<file path="src/rtl/hpx_pkg.sv">
// Package: shared command encoding for the hot-plug expander sequencer.
// Assumes the byte-level SMBus master decodes these two-bit opcodes.
package hpx_pkg;
    typedef enum logic [1:0] {
        OP_START = 2'd0,
        OP_WRITE = 2'd1,
        OP_READ  = 2'd2,
        OP_STOP  = 2'd3
    } hpx_op_e;

    typedef enum logic [1:0] {
        ST_IDLE = 2'd0,
        ST_XFER = 2'd1,
        ST_STOP = 2'd2
    } hpx_state_e;
endpackage

</file>
<file path="src/rtl/hpx_sync.sv">
// hpx_sync: multi-flop synchroniser for an asynchronous level input.
// Assumes the input is a slow level; the reset value marks the idle level.
module hpx_sync #(
    parameter int   STAGES  = 2,
    parameter logic RST_VAL = 1'b1
) (
    input  logic clk,
    input  logic rst_n,
    input  logic d_async,
    output logic q_sync
);
    logic [STAGES-1:0] chain;

    // Shift the asynchronous level through the flop chain.
    always_ff @(posedge clk) begin
        if (!rst_n) chain <= {STAGES{RST_VAL}};
        else        chain <= {chain[STAGES-2:0], d_async};
    end

    assign q_sync = chain[STAGES-1];
endmodule

</file>
<file path="src/rtl/hpx_shadow.sv">
// hpx_shadow: holds the shadow of the hot-plug outputs and a dirty flag
// asking for a full-image write. The flag is raised when configuration
// completes and on any change afterwards. An engine 'take' clears it, but a
// change seen in the same cycle keeps it set, so no update is lost.
module hpx_shadow #(
    parameter int W = 16
) (
    input  logic         clk,
    input  logic         rst_n,
    input  logic         cfg_done,
    input  logic [W-1:0] hp_out,
    input  logic         take,
    output logic [W-1:0] image,
    output logic         dirty
);
    logic [W-1:0] shadow_q;
    logic         cfg_q;
    logic         raise;

    // A write is wanted on the configuration edge or on any output change.
    assign raise = cfg_done && (!cfg_q || (hp_out != shadow_q));

    // Track the outputs and keep the dirty flag (set wins over take).
    always_ff @(posedge clk) begin
        if (!rst_n) begin
            shadow_q <= '0;
            cfg_q    <= 1'b0;
            dirty    <= 1'b0;
        end else begin
            shadow_q <= hp_out;
            cfg_q    <= cfg_done;
            if (raise)     dirty <= 1'b1;
            else if (take) dirty <= 1'b0;
        end
    end

    assign image = shadow_q;
endmodule

</file>
<file path="src/rtl/hpx_engine.sv">
// hpx_engine: steps through the byte commands of one expander transaction
// (a full-image write or a full-input read), retries it on NACK or
// arbitration loss, and reports completed reads and exhausted retries.
// Assumes the byte master answers each cmd_start with exactly one cmd_done.
module hpx_engine
    import hpx_pkg::*;
#(
    parameter int OUT_BYTES   = 2,
    parameter int IN_BYTES    = 2,
    parameter int RETRY_LIMIT = 3
) (
    input  logic                  clk,
    input  logic                  rst_n,
    input  logic                  cfg_done,
    input  logic                  wr_pend,
    input  logic                  rd_pend,
    input  logic [OUT_BYTES*8-1:0] image,
    input  logic [6:0]            dev_addr,
    input  logic [7:0]            out_cmd,
    input  logic [7:0]            in_cmd,
    output logic                  wr_take,
    output logic                  cmd_start,
    output hpx_op_e               cmd_op,
    output logic [7:0]            cmd_wdata,
    output logic                  cmd_rd_last,
    input  logic                  cmd_done,
    input  logic                  cmd_nack,
    input  logic                  cmd_arb_lost,
    input  logic [7:0]            cmd_rdata,
    output logic                  pub_valid,
    output logic [IN_BYTES*8-1:0] pub_data,
    output logic                  give_up
);
    localparam int WR_STEPS  = 3 + OUT_BYTES;
    localparam int RD_STEPS  = 5 + IN_BYTES;
    localparam int MAX_STEPS = (WR_STEPS > RD_STEPS) ? WR_STEPS : RD_STEPS;
    localparam int SW        = $clog2(MAX_STEPS + 1);
    localparam int RW        = $clog2(RETRY_LIMIT + 2);
    localparam logic [SW-1:0] WR_LAST = SW'(WR_STEPS - 1);
    localparam logic [SW-1:0] RD_LAST = SW'(RD_STEPS - 1);
    localparam logic [RW-1:0] RETRY_MAX = RW'(RETRY_LIMIT);

    hpx_state_e            state;
    logic                  is_rd;
    logic                  issued;
    logic                  failed;
    logic [SW-1:0]         step;
    logic [RW-1:0]         retries;
    logic [OUT_BYTES*8-1:0] tx_img;
    logic [IN_BYTES*8-1:0]  rx_buf;
    logic [7:0]            img_byte;
    logic [SW-1:0]         last_step;
    logic                  step_err;
    logic                  launch_wr;
    logic                  launch_rd;

    // Pick the image byte addressed by the current write step.
    always_comb begin
        img_byte = '0;
        for (int b = 0; b < OUT_BYTES; b++) begin
            if (step == SW'(3 + b)) img_byte = tx_img[b*8 +: 8];
        end
    end

    // Decode the command presented for the current state and step.
    always_comb begin
        cmd_op      = OP_STOP;
        cmd_wdata   = '0;
        cmd_rd_last = 1'b0;
        if (state == ST_XFER) begin
            if (step == '0) begin
                cmd_op = OP_START;
            end else if (step == SW'(1)) begin
                cmd_op    = OP_WRITE;
                cmd_wdata = {dev_addr, 1'b0};
            end else if (step == SW'(2)) begin
                cmd_op    = OP_WRITE;
                cmd_wdata = is_rd ? in_cmd : out_cmd;
            end else if (!is_rd) begin
                cmd_op    = OP_WRITE;
                cmd_wdata = img_byte;
            end else if (step == SW'(3)) begin
                cmd_op = OP_START;
            end else if (step == SW'(4)) begin
                cmd_op    = OP_WRITE;
                cmd_wdata = {dev_addr, 1'b1};
            end else begin
                cmd_op      = OP_READ;
                cmd_rd_last = (step == RD_LAST);
            end
        end
    end

    assign last_step = is_rd ? RD_LAST : WR_LAST;
    assign step_err  = cmd_arb_lost || (cmd_nack && cmd_op == OP_WRITE);
    assign cmd_start = (state != ST_IDLE) && !issued;
    assign launch_wr = (state == ST_IDLE) && cfg_done && wr_pend;
    assign launch_rd = (state == ST_IDLE) && cfg_done && !wr_pend && rd_pend;
    assign wr_take   = launch_wr;
    assign pub_data  = rx_buf;

    // Transaction sequencing, retry counting and result strobes.
    always_ff @(posedge clk) begin
        if (!rst_n) begin
            state     <= ST_IDLE;
            is_rd     <= 1'b0;
            issued    <= 1'b0;
            failed    <= 1'b0;
            step      <= '0;
            retries   <= '0;
            tx_img    <= '0;
            rx_buf    <= '0;
            pub_valid <= 1'b0;
            give_up   <= 1'b0;
        end else begin
            pub_valid <= 1'b0;
            give_up   <= 1'b0;
            if (cmd_start) issued <= 1'b1;
            case (state)
                ST_IDLE: begin
                    if (launch_wr) begin
                        tx_img <= image;
                        is_rd  <= 1'b0;
                        step   <= '0;
                        state  <= ST_XFER;
                    end else if (launch_rd) begin
                        is_rd  <= 1'b1;
                        step   <= '0;
                        state  <= ST_XFER;
                    end
                end
                ST_XFER: begin
                    if (cmd_done) begin
                        issued <= 1'b0;
                        for (int b = 0; b < IN_BYTES; b++) begin
                            if (is_rd && step == SW'(5 + b)) rx_buf[b*8 +: 8] <= cmd_rdata;
                        end
                        if (step_err) begin
                            failed <= 1'b1;
                            state  <= ST_STOP;
                        end else if (step == last_step) begin
                            failed <= 1'b0;
                            state  <= ST_STOP;
                        end else begin
                            step <= step + SW'(1);
                        end
                    end
                end
                ST_STOP: begin
                    if (cmd_done) begin
                        issued <= 1'b0;
                        step   <= '0;
                        if (!failed) begin
                            retries   <= '0;
                            pub_valid <= is_rd;
                            state     <= ST_IDLE;
                        end else if (retries == RETRY_MAX) begin
                            retries <= '0;
                            give_up <= 1'b1;
                            state   <= ST_IDLE;
                        end else begin
                            retries <= retries + RW'(1);
                            state   <= ST_XFER;
                        end
                    end
                end
                default: state <= ST_IDLE;
            endcase
        end
    end
endmodule

</file>
<file path="src/rtl/hpx_seq.sv">
// hpx_seq: top of the hot-plug expander sequencer. It ties the shadow, the
// interrupt synchroniser and the transaction engine together, and it holds
// the published inputs, the change pulse and the sticky error flag.
// Assumes cfg_done stays high once raised and that the byte master obeys
// the cmd_start/cmd_done handshake.
module hpx_seq #(
    parameter int NUM_PORTS    = 4,
    parameter int OUT_PER_PORT = 4,
    parameter int IN_PER_PORT  = 4,
    parameter int RETRY_LIMIT  = 3
) (
    input  logic                              clk,
    input  logic                              rst_n,
    input  logic                              cfg_done,
    input  logic [6:0]                        cfg_dev_addr,
    input  logic [7:0]                        cfg_out_cmd,
    input  logic [7:0]                        cfg_in_cmd,
    input  logic [NUM_PORTS*OUT_PER_PORT-1:0] hp_out,
    input  logic                              exp_int_n,
    output logic [NUM_PORTS*IN_PER_PORT-1:0]  hp_in,
    output logic                              hp_in_chg,
    output logic                              hp_err,
    output logic                              cmd_start,
    output logic [1:0]                        cmd_op,
    output logic [7:0]                        cmd_wdata,
    output logic                              cmd_rd_last,
    input  logic                              cmd_done,
    input  logic                              cmd_nack,
    input  logic                              cmd_arb_lost,
    input  logic [7:0]                        cmd_rdata
);
    import hpx_pkg::*;

    localparam int OUT_W     = NUM_PORTS * OUT_PER_PORT;
    localparam int IN_W      = NUM_PORTS * IN_PER_PORT;
    localparam int OUT_BYTES = (OUT_W + 7) / 8;
    localparam int IN_BYTES  = (IN_W + 7) / 8;

    logic [OUT_W-1:0]        image;
    logic [OUT_BYTES*8-1:0]  image_pad;
    logic                    dirty;
    logic                    take;
    logic                    int_sync_n;
    logic                    pub_valid;
    logic [IN_BYTES*8-1:0]   pub_data;
    logic                    give_up;
    hpx_op_e                 eng_op;

    hpx_shadow #(.W(OUT_W)) u_shadow (
        .clk      (clk),
        .rst_n    (rst_n),
        .cfg_done (cfg_done),
        .hp_out   (hp_out),
        .take     (take),
        .image    (image),
        .dirty    (dirty)
    );

    hpx_sync #(.STAGES(2), .RST_VAL(1'b1)) u_int_sync (
        .clk     (clk),
        .rst_n   (rst_n),
        .d_async (exp_int_n),
        .q_sync  (int_sync_n)
    );

    // Zero-extend the image to whole bytes for transmission.
    always_comb begin
        image_pad = '0;
        image_pad[OUT_W-1:0] = image;
    end

    hpx_engine #(
        .OUT_BYTES   (OUT_BYTES),
        .IN_BYTES    (IN_BYTES),
        .RETRY_LIMIT (RETRY_LIMIT)
    ) u_engine (
        .clk          (clk),
        .rst_n        (rst_n),
        .cfg_done     (cfg_done),
        .wr_pend      (dirty),
        .rd_pend      (!int_sync_n),
        .image        (image_pad),
        .dev_addr     (cfg_dev_addr),
        .out_cmd      (cfg_out_cmd),
        .in_cmd       (cfg_in_cmd),
        .wr_take      (take),
        .cmd_start    (cmd_start),
        .cmd_op       (eng_op),
        .cmd_wdata    (cmd_wdata),
        .cmd_rd_last  (cmd_rd_last),
        .cmd_done     (cmd_done),
        .cmd_nack     (cmd_nack),
        .cmd_arb_lost (cmd_arb_lost),
        .cmd_rdata    (cmd_rdata),
        .pub_valid    (pub_valid),
        .pub_data     (pub_data),
        .give_up      (give_up)
    );

    assign cmd_op = eng_op;

    // Publish read-back inputs atomically and keep the sticky error.
    always_ff @(posedge clk) begin
        if (!rst_n) begin
            hp_in     <= '0;
            hp_in_chg <= 1'b0;
            hp_err    <= 1'b0;
        end else begin
            hp_in_chg <= 1'b0;
            if (pub_valid) begin
                hp_in     <= pub_data[IN_W-1:0];
                hp_in_chg <= (pub_data[IN_W-1:0] != hp_in);
            end
            if (give_up) hp_err <= 1'b1;
        end
    end
endmodule

</file>
<file path="config.mk">
export PLATFORM = sky130hd
export DESIGN_NAME = hpx_seq
export DESIGN_NICKNAME = d
export VERILOG_FILES = /design/src/rtl/hpx_pkg.sv /design/src/rtl/hpx_sync.sv /design/src/rtl/hpx_shadow.sv /design/src/rtl/hpx_engine.sv /design/src/rtl/hpx_seq.sv
export SDC_FILE = /design/constraint.sdc
export NUM_CORES = 1
export LEC_CHECK = 0
export ABC_AREA = 1
export BUFFER_PORTS_ARGS = -buffer_cell sky130_fd_sc_hd__buf_2
export CAP_MARGIN = 20
export CORE_MARGIN = 2
export CORE_UTILIZATION = 45
export CTS_CLUSTER_DIAMETER = 60
export DETAILED_ROUTE_END_ITERATION = 7
export PLACE_DENSITY = 0.63
export SLEW_MARGIN = 0
export SYNTH_ARGS = -nofsm -noshare
export SYNTH_HDL_FRONTEND = slang
export SYNTH_HIERARCHICAL = 1
export SYNTH_SLANG_ARGS = --single-unit
</file>
<file path="constraint.sdc">
create_clock -name clk -period 5.5 [get_ports clk]
set_clock_uncertainty 0.05 [all_clocks]
set_input_delay 1.65 -clock clk [delete_from_list [all_inputs] [get_ports clk]]
set_output_delay 1.65 -clock clk [all_outputs]
set_load 0.01 [all_outputs]
</file>
---- Yosys cells after proc, flatten, opt, wreduce, memory -nomap -nowiden ----
Index checks and enable logic that the tools add are counted.
word-level totals
  flip-flop bits (word level) ............. 83
  input port bits ......................... 54
  output and inout bits ................... 30
  logic and storage cells ................. 129
cells by class
  $add $sub $neg .......................... 2
  eq/ne operators ......................... 19
  multiplexer cells ....................... 53
  bitwise operators ....................... 3
  reduce and logical (&&, ||, !) cells .... 34
operators by type and width
  kind                                                 number
  2-to-1 mux 8 bit                                     10
  != test 16 bit                                       2
  2-to-1 mux 2 bit                                     15
  2-to-1 mux 3 bit                                     8
  2-to-1 mux 1 bit                                     18
  equality test 3 x 2 -> 1 bit, second input constant  3
  equality test 3 bit, second input constant           3
  logical AND 1 bit                                    9
  case mux 3 bit (3 select lines)                      1
  AND reduction 3 bit                                  3
  != test 2 bit, second input constant                 4
  AND reduction 2 bit                                  4
  AND reduction 4 bit                                  2
  nonzero test 2 bit                                   4
  adder 3 x 1 -> 3 bit, second input constant          2
  != test 3 x 2 -> 1 bit, second input constant        2
  case mux 2 bit (3 select lines)                      1
  AND reduction 6 bit                                  1
  equality test 2 x 1 -> 1 bit, second input constant  2
  zero test 1 bit                                      4
  OR reduction 4 bit                                   1
  equality test 3 x 1 -> 1 bit, second input constant  1
  equality test 3 bit                                  1
  zero test 3 bit                                      1
  6 further kinds                                      9

---- Depth between registers and ports, before layout ----
  word-level depth ........................ 14
  mapped depth ............................ 14
  gate-level depth less buffers ........... 14

---- By module ----
Netlist, hierarchy kept.
modules (own cells, without submodules)
  module      instances  cells each  area an instance (µm²)  sequential area each (µm²)
  hpx_engine  1          363         2423.6                  900.9
  hpx_seq     1          149         918.4                   360.3
  hpx_shadow  1          123         794.5                   360.3
  hpx_sync    1          6           55.1                    40.0

---- Worst setup path before layout ----
Ideal clock, no wire load.
  kind .................................... input -> output
  from .................................... input cfg_dev_addr[0]
  to ...................................... output cmd_wdata[1]
  arrival ................................. 2.158 ns
  required time ........................... 3.800 ns
  setup slack ............................. 1.642 ns
  stages on the path ...................... 6
  path buffers ............................ 0
  path through ............................ nand2_1 -> nand2_1 -> o311ai_0 -> nand2_1 -> nand2_1 -> a21oi_1
between the ends
  word-level cells in the longest chain between the ends .. 7
RTL lines
  element             line              RTL
  from (decl)         hpx_seq.sv:15     input logic [6:0] cfg_dev_addr,
  2-to-1 mux 8 bit    hpx_engine.sv:84  end else if (step == SW'(4)) begin
  2-to-1 mux 8 bit    hpx_engine.sv:82  end else if (step == SW'(3)) begin
  2-to-1 mux 8 bit    hpx_engine.sv:79  end else if (!is_rd) begin
  2-to-1 mux 8 bit    hpx_engine.sv:76  end else if (step == SW'(2)) begin
  2-to-1 mux 8 bit *  hpx_engine.sv:73  end else if (step == SW'(1)) begin
  2-to-1 mux 8 bit *  hpx_engine.sv:71  if (step == '0) begin
  2-to-1 mux 8 bit *  hpx_engine.sv:70  if (state == ST_XFER) begin
  to (decl)           hpx_seq.sv:25     output logic [7:0] cmd_wdata,
Every way passes the cells marked *; elsewhere a longest branch is shown, timed or not.

---- Worst setup path after layout ----
  from .................................... input cfg_dev_addr[1]
  to ...................................... output cmd_wdata[2]
The elaborated chain is that of the path after synthesis.

==> run summary <==
========================================================================================
Number of levels the H-tree was split into                                             3
Hold-fix buffer count after cts                                                        0
Worst hold slack                                                                0.366 ns
Max Fanout on Critical Path                                                            2
Total vias in the final route                                                      3,990
Number of core rows                                                                   35
Core ar.                                                                        9150 µm²
Post-detailed-route wirelength per cell                                          11.8 µm
Arrival time of the worst setup path                                             2.43 ns
Power density of the placed cells                                             268 nW/µm²
Number of enable-type register cells in the synthesized netlist                        0
First-pass GRT wire length                                                       16.0 mm
Violation count after the first detailed-route iteration                             209
Wirelength, routed                                                               9.80 mm
Routability congestion estimate from global placement                              0.833
Post-cts sizing count                                                                  0
CTS tree                                                                            done
Number of antenna violations at the first check in global routing                      0
Peak Freq                                                                      0.242 GHz
Clock latency on the worst-skew pair                                             0.35 ns
Required time of the critical path                                               3.80 ns
Number of search-and-repair iterations in the first detailed-routing pass              5
Detailed-placement wirelength estimate                                           7.15 mm
Worst IR Drop VDD                                                                 127 µV
Total nets after synthesis                                                           707
I/O Pins                                                                              84
Pin count of the biggest net entering global routing                                  68
RSZ-0062 raised after global routing                                                  no
Result of the run                                                           finished clean
Dominant synthesized flop cell                                              sky130_fd_sc_hd__dfxtp_1
Starting Density                                                                   45.8%
Root Buffer                                                                 sky130_fd_sc_hd__clkbuf_8
Setup TNS                                                                           0 ns
Total clock sinks                                                                     83
Maximum buffer depth of the clock tree                                                 2
Overall die area                                                              10,100 µm²
Post-CTS Setup Bufs                                                                    0
Detail Route Antenna Nets                                                              0
Worst min-delay path class                                                    reg -> reg
Static power due to leakage                                                   0.00241 µW
Number of design rule violations left after detail routing                             0
Per-cell via count in the routed design                                             4.80
Sequential cell area fraction in the yosys report                                  39.6%
Layout cell share with drive strength beyond 1                                     15.0%
Met2 track demand over resource                                                    31.5%
Worst-margin pin slew                                                           0.919 ns
Global route total overflow                                                            0
Post-Synthesis Cells                                                                 641
Die outline width                                                                 101 µm
Number of cells traversed by the worst register-to-register path                       9
Worst hold stages                                                                      2
Min Tclk post-route                                                              4.13 ns
Die outline height                                                                101 µm
Count of buffers from port buffering                                                  83
Number of max-slew violations in the final report                                      0
Max-cap violations                                                                     0
Non-filler cells in the finished layout                                              832
Final cycle utilization of the critical path                                       75.1%
Setup-violating endpoint count in the final report                                     0
Avg Synthesized Cell Area                                                       6.54 µm²
Async set or reset register ratio after synthesis                                     0%
GRT Max-Usage Layer                                                                 met2
ANT cells                                                                              0
Placed instance count                                                                815
Hold violation total from the final report                                             0
Area of the mapped netlist                                                      4190 µm²
Headroom to the max-slew limit                                                     38.7%
Distinct cells, synth                                                                 32
Number of global-route vias before repair                                          3,560
Met3 track demand over resource in global routing                                  3.47%
Final Net Count                                                                      782
Category of the most critical setup path                                       in -> out
GRT Util Overall                                                                   19.8%
Synthesis-to-layout area growth                                                    16.4%
Yosys synthesis warning count                                                          6
Seq cells post-synth                                                                  83
Clock Pin Slew Worst Setup and Hold Paths                                        0.08 ns
Crit path capture type                                                       output port
Setup crit start kind                                                         input port
Cts bufs inserted                                                                      9
Met1 Use GR                                                                        27.7%
========================================================================================
## worst max-delay path: stages
cell and delay (ns):
sky130_fd_sc_hd__buf_2 0.09, sky130_fd_sc_hd__nand2_1 0.05, sky130_fd_sc_hd__nand2_1 0.07, sky130_fd_sc_hd__o311ai_0 0.13, sky130_fd_sc_hd__nand2_1 0.10, sky130_fd_sc_hd__nand2_1 0.06
sky130_fd_sc_hd__a21oi_1 0.13, sky130_fd_sc_hd__buf_2 0.15
## logic make-up (layout without fill, tap and decap cells)
logic type,count (synthesis),in the layout,share of synthesized area [%]
AND/OR/NAND/NOR,285,285,27.3
buffers and inverters,129,209,12.3
AO/OA/AOI/OAI,127,127,16.2
flip-flops,83,83,39.6
adder cells (fa/ha/maj),12,12,3.58
XOR/XNOR,5,5,1.04
## cell usage after synthesis (all sizes together), types with 2 or more instances
library cell / number / area [µm²]
a21oi: 54 / 270
buf: 13 / 80.1
clkbuf: 8 / 30.0
dfxtp: 83 / 1660
ha: 12 / 150
inv: 107 / 402
nand2: 181 / 687
nand3: 25 / 130
nand4: 2 / 12.5
nor2: 69 / 259
nor3: 6 / 40.0
o211ai: 2 / 15.0
o21a: 2 / 15.0
o21ai: 61 / 309
o311ai: 6 / 52.6
xor2: 4 / 35.0
## sequential cells by signal (all words and copies together), names as in the netlist
name                count
u_engine/step           3
u_engine/issued         1
u_engine/give_up        1
u_engine/retries        3
u_shadow/cfg_q          1
u_engine/pub_valid      1
hp_in_chg               1
u_shadow/dirty          1
hp_err                  1
u_engine/failed         1
u_engine/is_rd          1
u_shadow/image         16
u_engine/tx_img        16
hp_in                  16
u_int_sync/chain        2
u_engine/state          2
u_engine/pub_data      16
## routing by layer
metal / vias up / part of all wire (%) / wire, µm
met5: - / 0 / 0
met3: 8 / 4.5 / 440
met4: 0 / 1.2 / 117
li1: 2151 / - / -
met2: 81 / 45 / 4390
met1: 1750 / 49 / 4850
## path summary, 6_finish.rpt
kind,slack (ns),from,endpoint
setup / recovery,1.37,cfg_dev_addr[1],cmd_wdata[2]
hold / removal,0.37,u_int_sync/chain[0],u_int_sync/chain[1]
setup reg to reg,3.12,u_engine/state[0],u_engine/step[2]
hold reg to reg,0.37,u_int_sync/chain[0],u_int_sync/chain[1]
## cell usage in the layout (no fill, tap or decap)
cell                        instances
sky130_fd_sc_hd__nor4_1             1
sky130_fd_sc_hd__xor2_1             4
sky130_fd_sc_hd__o311ai_0           4
sky130_fd_sc_hd__nand3_2            1
sky130_fd_sc_hd__buf_4              1
sky130_fd_sc_hd__o21ai_0           46
sky130_fd_sc_hd__o311ai_1           2
sky130_fd_sc_hd__inv_2              3
sky130_fd_sc_hd__buf_2             83
sky130_fd_sc_hd__o211ai_1           2
sky130_fd_sc_hd__clkinv_2           1
sky130_fd_sc_hd__nand3b_1           1
sky130_fd_sc_hd__clkbuf_1           3
sky130_fd_sc_hd__nor2_1            69
sky130_fd_sc_hd__inv_6              1
sky130_fd_sc_hd__nand3_1           24
sky130_fd_sc_hd__o21ai_1           14
sky130_fd_sc_hd__nor3_1             4
sky130_fd_sc_hd__inv_1            104
sky130_fd_sc_hd__nand4_1            2
sky130_fd_sc_hd__o221ai_1           1
sky130_fd_sc_hd__buf_16             1
sky130_fd_sc_hd__xnor2_1            1
sky130_fd_sc_hd__clkbuf_8           9
sky130_fd_sc_hd__nor3_2             2
sky130_fd_sc_hd__o21ai_2            1
sky130_fd_sc_hd__o21a_1             2
sky130_fd_sc_hd__bufinv_16          2
sky130_fd_sc_hd__nand2_2            3
sky130_fd_sc_hd__ha_1              12
sky130_fd_sc_hd__nand2_1          178
sky130_fd_sc_hd__a21oi_1           54
sky130_fd_sc_hd__dfxtp_1           83
sky130_fd_sc_hd__clkinv_1           1
sky130_fd_sc_hd__a211oi_1           1
## cell type report
type	instances	area, µm²
Timing Repair Buffer	85	450
Tap cell	111	139
Sequential cell	83	1660
Clock buffer	12	135
Inverter	108	405
Multi-Input combinational cell	429	2010
Clock inverter	4	73.8
Fill cell	934	4270
## metrics by stage
stage	total power (µW)	utilization (%)	setup WS, ns	instance area (µm²)
detailed placement	849	50.7	1.38	4640
floorplan	786	-	1.64	4190
CTS	1330	53.0	1.38	4850
global placement	845	50.7	1.41	4640
finish	1310	53.3	1.37	4880
global route	1380	53.3	1.09	4880
## power by group
group	switching, µW	total (µW)	internal [µW]
Sequential	21.0	649	628
Clock	216	474	258
Combinational	119	186	66.6
Note: power is estimated with default switching activity, not from simulation.
